## src/rtl/squelch_pkg.sv

```systemverilog
package squelch_pkg;

  typedef enum logic [1:0] {
    TY_HOLD     = 2'b00,
    TY_MUTE     = 2'b01,
    TY_FADE     = 2'b10,
    TY_FADEMUTE = 2'b11
  } gate_type_e;

  typedef enum logic [1:0] {
    ST_OPEN,
    ST_HOLD,
    ST_MUTE,
    ST_FADE
  } gate_st_e;

  // strobes from control to datapath
  typedef struct packed {
    logic reloadHold;
    logic stepClear;
    logic stepRun;
  } dp_cmd_t;

  // linear magnitude of level code: -30 dBFS at code 31, 1.5 dB per code below
  function automatic logic [63:0] thr_mag(input int code, input int w);
    logic [63:0] x;
    x = ((64'd1 << (w - 1)) * 64'd2072) >> 16;
    for (int i = 31; i > code; i--) begin
      x = (x * 64'd55142) >> 16;
    end
    return x;
  endfunction

endpackage

```

## src/rtl/squelch_dp.sv

```systemverilog
module squelch_dp
  import squelch_pkg::*;
#(
  parameter int W            = 24,
  parameter int HOLD_SAMPLES = 12000,
  parameter int FADE_DIV     = 4
) (
  input  logic         clk,
  input  logic         rst_n,
  input  logic         smpValid,
  input  logic [W-1:0] smpData,
  input  logic [4:0]   thrCode,
  input  dp_cmd_t      cmd,
  output logic         sampleQuiet,
  output logic         holdDone,
  output logic         stepTick
);

  localparam int HCW = $clog2(HOLD_SAMPLES + 1);
  localparam int SCW = $clog2(FADE_DIV + 1);
  localparam int NCODES = 32;

  logic [W-1:0]   thrTab [NCODES];
  logic [W-1:0]   mag;
  logic [HCW-1:0] holdCnt;
  logic [SCW-1:0] stepCnt;

  // constant level table, one entry per code
  for (genvar g = 0; g < NCODES; g++) begin : g_thr
    localparam logic [63:0] TV = thr_mag(g, W);
    assign thrTab[g] = TV[W-1:0];
  end

  // magnitude of two's-complement sample; most negative maps to 2^(W-1)
  always_comb begin
    if (smpData[W-1]) mag = ~smpData + 1'b1;
    else              mag = smpData;
  end

  assign sampleQuiet = (mag < thrTab[thrCode]);
  assign holdDone    = smpValid & sampleQuiet & (holdCnt <= HCW'(1));
  assign stepTick    = (stepCnt == SCW'(FADE_DIV - 1));

  // quiet-run counter
  always_ff @(posedge clk or negedge rst_n) begin
    if (!rst_n) begin
      holdCnt <= HCW'(HOLD_SAMPLES);
    end else if (cmd.reloadHold) begin
      holdCnt <= HCW'(HOLD_SAMPLES);
    end else if (smpValid && sampleQuiet && holdCnt != '0) begin
      holdCnt <= holdCnt - 1'b1;
    end
  end

  // fade pacing counter
  always_ff @(posedge clk or negedge rst_n) begin
    if (!rst_n) begin
      stepCnt <= '0;
    end else if (cmd.stepClear) begin
      stepCnt <= '0;
    end else if (cmd.stepRun) begin
      stepCnt <= stepTick ? '0 : stepCnt + 1'b1;
    end
  end

endmodule

```

## src/rtl/squelch_ctl.sv

```systemverilog
module squelch_ctl
  import squelch_pkg::*;
(
  input  logic       clk,
  input  logic       rst_n,
  input  logic       gateEn,
  input  logic [1:0] gateType,
  input  logic [4:0] thrCode,
  input  logic       smpValid,
  input  logic       gainAtMin,
  input  logic       sampleQuiet,
  input  logic       holdDone,
  input  logic       stepTick,
  output dp_cmd_t    cmd,
  output logic       gateActive,
  output logic       holdGain,
  output logic       digMute,
  output logic       fadeStep
);

  gate_st_e   st, stNext;
  logic [6:0] cfgPrev;
  logic       cfgChg;
  logic       release_;
  logic       stepRun;

  assign cfgChg   = ({gateType, thrCode} != cfgPrev);
  // any of these drops the gate
  assign release_ = !gateEn | cfgChg | (smpValid & !sampleQuiet);
  assign stepRun  = (st == ST_FADE) & smpValid & !gainAtMin & !release_;

  always_comb begin
    stNext = st;
    if (release_) begin
      stNext = ST_OPEN;
    end else begin
      unique case (st)
        ST_OPEN: begin
          if (holdDone) begin
            unique case (gateType)
              TY_HOLD:     stNext = ST_HOLD;
              TY_MUTE:     stNext = ST_MUTE;
              TY_FADE,
              TY_FADEMUTE: stNext = ST_FADE;
              default:     stNext = ST_OPEN;
            endcase
          end
        end
        ST_FADE: begin
          // mute follows the first sample seen at minimum gain
          if (smpValid && gainAtMin && gateType == TY_FADEMUTE) stNext = ST_MUTE;
        end
        default: stNext = st;
      endcase
    end
  end

  always_ff @(posedge clk or negedge rst_n) begin
    if (!rst_n) begin
      st       <= ST_OPEN;
      cfgPrev  <= '0;
      fadeStep <= 1'b0;
    end else begin
      st       <= stNext;
      cfgPrev  <= {gateType, thrCode};
      fadeStep <= stepRun & stepTick;
    end
  end

  always_comb begin
    cmd.reloadHold = release_;
    cmd.stepClear  = (st != ST_FADE) | release_;
    cmd.stepRun    = stepRun;
  end

  assign gateActive = (st != ST_OPEN);
  assign holdGain   = (st == ST_HOLD);
  assign digMute    = (st == ST_MUTE);

endmodule

```

## src/rtl/audio_squelch.sv

```systemverilog
module audio_squelch
  import squelch_pkg::*;
#(
  parameter int W            = 24,
  parameter int HOLD_SAMPLES = 12000,
  parameter int FADE_DIV     = 4
) (
  input  logic         clk,
  input  logic         rst_n,
  input  logic         gateEn,
  input  logic [1:0]   gateType,
  input  logic [4:0]   thrCode,
  input  logic         smpValid,
  input  logic [W-1:0] smpData,
  input  logic         gainAtMin,
  output logic         gateActive,
  output logic         holdGain,
  output logic         digMute,
  output logic         fadeStep
);

  dp_cmd_t cmd;
  logic    sampleQuiet;
  logic    holdDone;
  logic    stepTick;

  squelch_dp #(
    .W(W), .HOLD_SAMPLES(HOLD_SAMPLES), .FADE_DIV(FADE_DIV)
  ) u_dp (
    .clk(clk), .rst_n(rst_n), .smpValid(smpValid), .smpData(smpData),
    .thrCode(thrCode), .cmd(cmd), .sampleQuiet(sampleQuiet),
    .holdDone(holdDone), .stepTick(stepTick)
  );

  squelch_ctl u_ctl (
    .clk(clk), .rst_n(rst_n), .gateEn(gateEn), .gateType(gateType),
    .thrCode(thrCode), .smpValid(smpValid), .gainAtMin(gainAtMin),
    .sampleQuiet(sampleQuiet), .holdDone(holdDone), .stepTick(stepTick),
    .cmd(cmd), .gateActive(gateActive), .holdGain(holdGain),
    .digMute(digMute), .fadeStep(fadeStep)
  );

endmodule

```

## config.mk

```make
export PLATFORM = sky130hd
export DESIGN_NAME = audio_squelch
export DESIGN_NICKNAME = d
export VERILOG_FILES = /design/src/rtl/squelch_pkg.sv /design/src/rtl/squelch_dp.sv /design/src/rtl/squelch_ctl.sv /design/src/rtl/audio_squelch.sv
export SDC_FILE = /design/constraint.sdc
export NUM_CORES = 1
export LEC_CHECK = 0
export BUFFER_PORTS_ARGS = -buffer_cell sky130_fd_sc_hd__buf_2
export CORE_UTILIZATION = 30
export CTS_CLUSTER_SIZE = 10
export DETAILED_ROUTE_END_ITERATION = 7
export GPL_TIMING_DRIVEN = 0
export PLACE_DENSITY = 0.52
export SYNTH_ARGS = -nofsm -noshare
export SYNTH_HDL_FRONTEND = slang
export SYNTH_HIERARCHICAL = 1
export SYNTH_SLANG_ARGS = --single-unit
```

## constraint.sdc

```tcl
create_clock -name clk -period 3.7 [get_ports clk]
set_input_delay 0.74 -clock clk [delete_from_list [all_inputs] [get_ports clk]]
set_output_delay 0.74 -clock clk [all_outputs]
set_load 0.02 [all_outputs]
```

**After elaboration in Yosys (flattened, before gate mapping)**

Memory sizes are Yosys's and may differ from the RTL's.
Cells that the tools add are included.

- Register bits after elaboration: 27
- Bits in read-only memories: 768
- Output and inout bits: 4
- Logic and storage cells: 65
- Memories kept: 1

Memory list:

| name | words | bits a word | rd ports | clocked after Yosys merged registers in | write ports | RTL line | source |
|---|---|---|---|---|---|---|---|
| (name not given) | 32 | 24 | 1 | 0 | 0 | squelch_dp.sv:40 | `assign sampleQuiet = (mag < thrTab[thrCode]);` |

- Add/sub/neg operators: 3
- Order comparisons: 3
- Equality and inequality tests: 11
- Mux-type cells: 13
- Bitwise logic cells: 12
- Reduce and logical (&&, ||, !) cells: 17

Operators with widths:

| kind | number |
|---|---|
| $mux 24 | 3 |
| $mux 14 | 2 |
| $add 24x1->24 const B | 1 |
| $lt 24x24->1 | 1 |
| $not 24->24 | 1 |
| $le 14x1->1 const B | 1 |
| $reduce_bool 14->1 | 1 |
| $sub 14x1->14 const B | 1 |
| $mux 3 | 3 |
| $eq 2x2->1 const B | 4 |
| $and 1x1->1 | 7 |
| $ne 7x7->1 | 1 |
| $ge 6x6->1 const B | 1 |
| $mux 2 | 3 |
| $ne 3x2->1 const B | 2 |
| $not 5->6 | 1 |
| $pmux 2 s3 | 1 |
| $reduce_bool 2->1 | 3 |
| $eq 2x1->1 const B | 2 |
| $logic_and 1x1->1 | 4 |
| $logic_not 1->1 | 4 |
| $logic_not 2->1 | 2 |
| $pmux 2 s2 | 1 |
| $add 3x1->3 const B | 1 |
| 6 further kinds | 8 |

**Depth between registers and ports, before layout**

Gate-level depths: netlist (run 1).

- Word-level depth: 12
- Depth in mapped cells: 24

**Modules after synthesis**

Netlist (run 1), hierarchy kept.

By module, submodules not included:

| module | instances | cells each | area an instance (um2) |
|---|---|---|---|
| squelch_dp | 1 | 376 | 2743.9 |
| squelch_ctl | 1 | 44 | 509.2 |

**Worst setup path after synthesis (run 1)**

OpenSTA, ideal clock, no wires.

- Path kind: input port to flip-flop
- Start point: input port thrCode[2]
- End point: register u_dp.holdCnt[12]
- Setup time: 63 ps
- Data arrival time: 4677 ps
- Data required time: 3637 ps
- Path slack: -1041 ps
- Stages: 21
- Path buffers: 7
- Cell sequence: clkbuf_1 clkbuf_1 clkbuf_1 nand2_1 o221ai_1 a22oi_1 ha_1 a211oi_1 o211ai_1 a31oi_1 o221a_2 nand2_1 clkbuf_1 nor2_1 nand2b_1 nand3_1 or3_2 buf_4 clkbuf_1 clkbuf_1 o21ba_2

- Word-level cells in the longest chain between the ends: 9

Ends and longest elaborated chain:

| element | RTL line | source |
|---|---|---|
| start, declared | audio_squelch.sv:12 | `input logic [4:0] thrCode,` |
| $not 5->6 (implied by the code) * | squelch_dp.sv:40 |  |
| $mem_v2 32x24 * | n/a |  |
| $mux 24 (implied by the code) * (2 in series) | squelch_dp.sv:40 |  |
| $lt 24x24->1 * | squelch_dp.sv:40 |  |
| via sampleQuiet | audio_squelch.sv:23 | `logic sampleQuiet;` |
| $logic_not 1->1 * | squelch_ctl.sv:29 | `assign release_ = !gateEn \| cfgChg \| (smpValid & !sampleQuiet);` |
| $and 1x1->1 * | squelch_ctl.sv:29 |  |
| $or 1x1->1 * | squelch_ctl.sv:29 |  |
| via u_ctl.release_ | squelch_ctl.sv:24 | `logic release_;` |
| $mux 14 or $reduce_bool 2->1 (tied branches) | n/a |  |
| end signal, assigned | squelch_dp.sv:47 | `holdCnt <= HCW'(HOLD_SAMPLES);` |
| end signal, assigned | squelch_dp.sv:49 | `holdCnt <= HCW'(HOLD_SAMPLES);` |
| end signal, assigned | squelch_dp.sv:51 | `holdCnt <= holdCnt - 1'b1;` |
| end, declared | squelch_dp.sv:25 | `logic [HCW-1:0] holdCnt;` |

Mark *: on every way through the listed nets, which the timed path passes. The rest lies on a longest branch. The select of a mux whose other input is x is not followed.
A chain may end at the register's enable or synchronous reset.

==> metrics.yaml, run 1 <==
status:
  outcome: "finished with violations"
  violations: "setup timing"
routing:
  vias: 3426
  drt-total-wl_um: 9670
  dr.first_iter.drc_count: 163
  via_per_inst: 5.41
  dr.pass1.iters: 4
  wl_per_cell_um: 15.3
  ant_nets: 0
  route.detailed.drc: 0
clocking:
  cts_sinks: 27
  cts_max_path_buffers: 2
  htree_levels: 1
  numCtsBuffers: 3
  path_clk_slew_ps: 100
  cts_tree: "built"
  cts_hold_buf: 0
  clk_latency_ps: 270
  clockRootBuffer: "clkbuf_8"
critical_path:
  cpPeakStageDelay_ps: 390
  critPathKind: "primary input to flop"
  cp-end-kind: "flop"
  critPathLaunchType: "primary input"
  cp.required_ps: 3920
  crit_arrival_ps: 4180
  slowest_stage: "or3_4"
  path_max_fanout: 5
  path_cells: "buf_6, nor4_4, buf_4, and3_4, nand2_2, o21ai_2, xnor2_2, ha_1, nand4_1, nor3_2, o2111a_1, a221o_2, buf_6, nor2_4, nand2b_4, nand3_2, or3_4, clkbuf_16, clkbuf_16, o21ba_4"
sta:
  setup_viol: 18
  setup-tns-final_ps: -3800
  clock_skew_ps: 4.55
  slew_violations: 0
  rsz0062_at_grt: "yes"
  hold_viol: 0
  max_freq_mhz: 253
  relSlewSlack: 0.510
  tightest_slew_ps: 731
  fin_crit_sh: 1.07
  fin_hold_ws_ps: 469
  min_period_ps: 3960
  setup_ws_ps: -259
die:
  start_util: 0.312
  dieArea_um2: 11300
  pin_count: 40
  die_y_um: 106
  row_count: 37
  core_um2: 10400
  dieWidth_um: 106
logic_synthesis:
  synth_cells: 420
  yosysTopAreaCellShare: 0.154
  yosys_most_used_dff: "dfrtp_1"
  synth.distinct_cells: 58
  synth_edf_count: 0
  synth_area_um2: 3250
  async_flop_share: 1.00
  synth_top_area_cell: "dfrtp_1"
  ys_warn_count: 6
  synthTopCellsByArea: "dfrtp_1 (15%), ha_1 (11%), o21ai_0 (5.7%)"
  syn_avg_cell_area_um2: 7.75
  ys_ff_latch: 27
  syn_nets: 484
  yosysSeqAreaShare: 0.210
flow_run:
  maxCapViolations: 0
placement:
  place_hpwl_um: 6940
  port_buffers: 39
  pre_cts_ws_ps: -1150
  postPlaceCellArea_um2: 3820
  gp_congestion: 0.810
power_and_ir_drop:
  p_per_area_nw_per_um2: 192
  power_leakage_nw: 1.84
  pwr-share-clk: 0.196
  ir_drop_v: 0.000123
  switching_power_mw: 0.316
  p_int_mw: 0.560
  p_comb_frac: 0.460
  seqPwrFrac: 0.344
  swShare: 0.361
grt:
  first_global_vias: 3392
  grt_overflow: 0
  grt_max_degree: 28
  grt_antenna_before_repair: 0
  grt_first_pass_wirelength_um: 16200
  grt_usage: 0.175
finish:
  areaGrowthSynthToFinish_pct: 40.5
  layout-drive-gt1-share: 0.388
  n_fill_cell: 1057
  final_cell_mix: "buf_4 (37), buf_2 (33), nor2_1 (33), nand2_1 (25)"
  num_antenna_cells: 0
  final_area_um2: 4570
  num-nets-final: 562
  final_common_cell: "buf_4"
  postLayoutCoreUtil: 0.439
hold_path:
  hp-class: "primary input to async pin"
==> state kept, by name (all words and copies together), names as in the netlist <==
signal          flops
u_dp/holdCnt       14
u_ctl/cfgPrev       7
u_dp/stepCnt        3
u_ctl/st            2
u_ctl/fadeStep      1
==> cell usage after synthesis (all sizes together) (2+ instances only) <==
master,n
clkbuf,18
nor2,40
ha,28
buf,6
o21ai,37
or4,7
a21oi,23
or3,6
o211ai,4
nand3,19
o31ai,9
xnor2,23
a21o,3
dfrtp,20
xor2,4
nand3b,6
nor3,16
nor3b,3
a221oi,2
nand2,30
inv,20
mux2i,5
mux2,6
nor4,8
o21a,3
a211oi,6
and3,2
nor4b,3
o2111ai,3
nand4b,2
o31a,3
or2,3
dfstp,7
a31oi,5
nand4,8
nor2b,11
nand2b,9
==> cells by family (layout without fill, tap and decap cells) <==
kind of cell / after synthesis / count (layout) / share of synthesized area
simple gates: 174 / 174 / 0.291
mux: 12 / 12 / 0.0431
flops: 27 / 27 / 0.210
compound gates: 108 / 108 / 0.210
buf+inv: 44 / 121 / 0.0558
xor+xnor: 27 / 27 / 0.0819
fa+ha+maj: 28 / 28 / 0.108
==> final cells by class <==
cell class	instances	area [um^2]	share of cell area
Buffer	21	268	0.0586
Clock buffer	3	41.3	0.00903
Clock inverter	1	7.51	0.00164
Inverter	20	85.1	0.0186
Multi-Input combinational cell	349	2770	0.605
Sequential cell	27	684	0.150
Tap cell	136	170	0.0372
Timing Repair Buffer	76	549	0.120
==> stage by stage <==
stage          power (mW)  cells
2_1_floorplan       0.524    420
3_3_place_gp        0.623    595
3_5_place_dp        0.629    595
4_1_cts             0.847    624
5_1_grt             0.933    633
6_report            0.876    633
==> per-layer routing <==
layer  vias up  part of all wire  global-route usage  wire length, um
li1       1693                 -                   -                -
met1      1625              0.44               0.228             4250
met2        96              0.50               0.306             4860
met3        12             0.041              0.0129              393
met4         0             0.017              0.0526              161
met5         -                 0                   0                0
==> worst paths after layout <==
| check | startpoint | end | slack, ps | cells past startpoint |
|---|---|---|---|---|
| worst min-delay path | rst_n | u_ctl/fadeStep | 470 | 1 |
| worst max-delay path | smpData[3] | u_dp/holdCnt[12] | -260 | 20 |
| max in group asynchronous | rst_n | u_dp/holdCnt[12] | 2830 | 1 |
| worst min register to register | u_dp/holdCnt[5] | u_dp/holdCnt[5] | 530 | 2 |
| min in group clk | u_dp/holdCnt[5] | u_dp/holdCnt[5] | 530 | 2 |
| worst max register to register | u_dp/holdCnt[6] | u_dp/holdCnt[10] | 990 | 7 |
==> power groups by stage <==
| stage | combinational, mW | sequential [mW] | clock [mW] |
|---|---|---|---|
| after floorplan | 0.217 | 0.307 | 0 |
| after global placement | 0.316 | 0.307 | 0 |
| after detailed placement | 0.322 | 0.307 | 0 |
| after CTS | 0.367 | 0.302 | 0.179 |
| after global routing | 0.442 | 0.302 | 0.189 |
| final | 0.403 | 0.302 | 0.171 |
==> critical path, delay by kind of cell <==
kind,cells,cell delay [ps]
compound gates,4,880
xor+xnor,1,80
fa+ha+maj,1,330
buf+inv,5,750
simple gates,9,1380
==> timing repair <==
| action | 4_1_cts | 5_1_grt |
|---|---|---|
| gates resized for setup | 57 | 58 |
| pin swaps | 24 | 39 |
| cloned | 2 | 0 |
| setup buffers | 25 | 10 |
| endpoints found under the setup margin | 20 | 20 |
Note: power is estimated with default switching activity, not from simulation.
==> run 2: changes to the inputs <==
--- a/config.mk
+++ b/config.mk
@@ -5,12 +5,13 @@
 export SDC_FILE = /design/constraint.sdc
 export NUM_CORES = 1
 export LEC_CHECK = 0
+export ABC_AREA = 1
 export BUFFER_PORTS_ARGS = -buffer_cell sky130_fd_sc_hd__buf_2
-export CORE_UTILIZATION = 30
+export CORE_UTILIZATION = 60
 export CTS_CLUSTER_SIZE = 10
 export DETAILED_ROUTE_END_ITERATION = 7
 export GPL_TIMING_DRIVEN = 0
-export PLACE_DENSITY = 0.52
+export PLACE_DENSITY = 0.87
 export SYNTH_ARGS = -nofsm -noshare
 export SYNTH_HDL_FRONTEND = slang
 export SYNTH_HIERARCHICAL = 1
==> metrics.yaml, run 2 <==
flow_run:
  maxCapViolations: 0  # unchanged
grt:
  grt_first_pass_wirelength_um: 14500  # was 16200 um
  grt_antenna_before_repair: 0  # unchanged
  grt_usage: 0.296  # was 0.175
  grt_max_degree: 28  # unchanged
  grt_overflow: 0  # unchanged
  first_global_vias: 3444  # was 3392
logic_synthesis:
  async_flop_share: 1.00  # unchanged
  synth_cells: 569  # was 420
  synthTopCellsByCount: "nand2_1 (162), nor2_1 (77), inv_1 (69)"  # was nor2_1 (40), o21ai_0 (37), nand2_1 (30)
  synth_edf_count: 0  # unchanged
  synth_area_um2: 3420  # was 3250 um^2
  ys_warn_count: 6  # unchanged
  syn_avg_cell_area_um2: 6.01  # was 7.75 um^2
  yosysTopAreaCellShare: 0.178  # was 0.154
  yosys_most_used_dff: "dfrtp_1"  # unchanged
  syn_nets: 633  # was 484
  yosysSeqAreaShare: 0.200  # was 0.210
  synth.distinct_cells: 37  # was 58
  ys_ff_latch: 27  # unchanged
  yosysMostFrequentCell: "nand2_1"  # was nor2_1
  synthTopCellsByArea: "nand2_1 (18%), dfrtp_1 (15%), ha_1 (10%)"  # was dfrtp_1 (15%), ha_1 (11%), o21ai_0 (5.7%)
  synth_top_area_cell: "nand2_1"  # was dfrtp_1
routing:
  wl_per_cell_um: 13.1  # was 15.3 um
  drt-total-wl_um: 9110  # was 9670 um
  via_per_inst: 5.48  # was 5.41
  dr.pass1.iters: 5  # was 4
  route.detailed.drc: 0  # unchanged
  vias: 3812  # was 3426
  ant_nets: 0  # unchanged
  dr.first_iter.drc_count: 327  # was 163
critical_path:
  reg2reg_to: "u_dp/holdCnt[11]"  # was u_dp/holdCnt[10]
  cpPeakStageDelay_ps: 350  # was 390 ps
  critPathLaunchType: "primary input"  # unchanged
  cp-end-kind: "flop"  # unchanged
  cp.required_ps: 3920  # about the same
  r2r_setup_slack_ps: 1800  # was 990 ps
  crit_family: "simple AND/OR/NAND/NOR gates"  # unchanged
  crit_buf_inv: 8  # was 5
  slowest_stage: "ha_1"  # was or3_4
  critPathKind: "primary input to flop"  # unchanged
  reg2reg_from: "u_dp/holdCnt[2]"  # was u_dp/holdCnt[6]
  r2r_cells: 12  # was 7
  path_max_fanout: 10  # was 5
  crit_arrival_ps: 3800  # was 4180 ps
finish:
  layout-drive-gt1-share: 0.245  # was 0.388
  largest_reg_flops: 14  # unchanged
  n_fill_cell: 435  # was 1057
  areaGrowthSynthToFinish_pct: 22.3  # was 40.5%
  final_cell_mix: "nand2_1 (150), nor2_1 (66), inv_1 (59), nand3_1 (52), buf_2 (38)"  # was buf_4 (37), buf_2 (33), nor2_1 (33), nand2_1 (25)
  seq_area_um2: 684  # unchanged
  num-nets-final: 689  # was 562
  multiInputGateArea_um2: 2560  # was 2770 um^2
  top_register: "u_dp/holdCnt"  # unchanged
  num_antenna_cells: 0  # unchanged
  final_common_cell: "nand2_1"  # was buf_4
  top_regs: "u_dp/holdCnt (14), u_ctl/cfgPrev (7), u_dp/stepCnt (3)"  # unchanged
die:
  die_y_um: 77.5  # was 106 um
  pin_count: 40  # unchanged
  dieWidth_um: 77.5  # was 106 um
  start_util: 0.621  # was 0.312
  dieArea_um2: 6010  # was 11300 um^2
  core_um2: 5510  # was 10400 um^2
  row_count: 27  # was 37
sta:
  clock_skew_ps: 2.51  # was 4.55 ps
  hold_viol: 0  # unchanged
  min_period_ps: 3580  # was 3960 ps
  relSlewSlack: 0.596  # was 0.510
  max_freq_mhz: 280  # was 253 MHz
  tightest_slew_ps: 605  # was 731 ps
  setup_ws_ps: 125  # was -259 ps
  fin_crit_sh: 0.966  # was 1.07
  slew_violations: 0  # unchanged
  setup_viol: 0  # was 18
clocking:
  cts_max_path_buffers: 2  # unchanged
  numCtsBuffers: 3  # unchanged
  path_clk_slew_ps: 90  # was 100 ps
  cts_sinks: 27  # unchanged
  clockRootBuffer: "clkbuf_8"  # unchanged
  htree_levels: 1  # unchanged
  clk_latency_ps: 280  # was 270 ps
  cts_hold_buf: 0  # unchanged
  cts_tree: "built"  # unchanged
power_and_ir_drop:
  ir_drop_v: 0.000206  # was 0.000123 V
  power_leakage_nw: 2.14  # was 1.84 nW
  p_total_mw: 0.815  # was 0.876 mW
  p_per_area_nw_per_um2: 195  # was 192 nW/um^2
placement:
  place_hpwl_um: 6640  # was 6940 um
  gp_congestion: 1.04  # was 0.810
  port_buffers: 39  # unchanged
  pre_cts_ws_ps: -822  # was -1150 ps
status:
  outcome: "finished clean"  # was finished with violations
hold_path:
  hp-class: "primary input to async pin"  # unchanged
-- run 2: cell types whose count changed after synthesis, moves of 6 or more --
cell,previous run,this run
nor2_1,40,77
nor3_1,16,8
clkbuf_1,18,11
nor2b_1,11,0
xor2_1,4,15
or4_1,6,0
inv_1,20,69
o31ai_1,9,1
nand2b_1,9,0
xnor2_1,19,7
nand2_1,30,162
nand3_1,19,52
-- run 2: stage by stage --
| step | hold slack [ps] | util | area, um^2 | setup TNS (ps) | cells |
|---|---|---|---|---|---|
| after floorplan | 444 | - | 3470 | 0 | 569 |
| after global placement | 478 | 0.682 | 3760 | -12270 | 680 |
| after detailed placement | 487 | 0.682 | 3760 | -12770 | 680 |
| after CTS | 474 | 0.704 | 3880 | 0 | 682 |
| after global routing | 505 | 0.760 | 4180 | -417 | 696 |
| final | 456 | 0.760 | 4180 | 0 | 696 |
-- run 2: cell families after synthesis --
group                      share of synthesized area
xor gates and xnor gates                      0.0563
DFF                                            0.200
buffers and inverters                          0.107
and+or+nand+nor                                0.420
adders and majority gates                      0.102
AOI/OAI and AO/OA                              0.114
-- run 2: worst max path at each step --
stage | startpoint | endpoint | depth (start not counted)
after CTS | thrCode[0] | u_dp/holdCnt[4] | 31
after global placement | thrCode[3] | u_dp/holdCnt[1] | 28
final | thrCode[1] | u_dp/holdCnt[7] | 29
after floorplan | thrCode[2] | u_dp/holdCnt[2] | 30
after global routing | smpData[1] | u_dp/holdCnt[7] | 27
after detailed placement | thrCode[0] | u_dp/holdCnt[4] | 32
-- run 2: power by group --
group	switching [mW]	internal (mW)
registers	0.00302	0.300
clock network	0.0957	0.0757
logic	0.206	0.134
-- run 2: area by class of cell --
| class | instances | share of cell area |
|---|---|---|
| timing repair buffer | 56 | 0.0921 |
| multi-input combinational | 450 | 0.612 |
| clock inverter | 1 | 0.00120 |
| tap | 72 | 0.0215 |
| buffer | 14 | 0.0269 |
| inverter | 73 | 0.0724 |
| clock buffer | 3 | 0.00987 |
| sequential | 27 | 0.164 |
-- run 2: what timing repair did --
action,4_1_cts,5_1_grt
gates resized for setup,26,70
endpoints found under the setup margin,17,18
cloned,1,1
pin swaps,10,31
endpoints found under the hold margin,0,0
setup buffers,1,14
-- run 2: routing by layer --
| metal | global-route usage | up-vias | share of wire |
|---|---|---|---|
| met4 | 0.109 | 0 | 0.021 |
| met5 | 0 | - | 0 |
| li1 | - | 1931 | - |
| met1 | 0.382 | 1730 | 0.43 |
| met2 | 0.499 | 127 | 0.48 |
| met3 | 0.0447 | 24 | 0.063 |
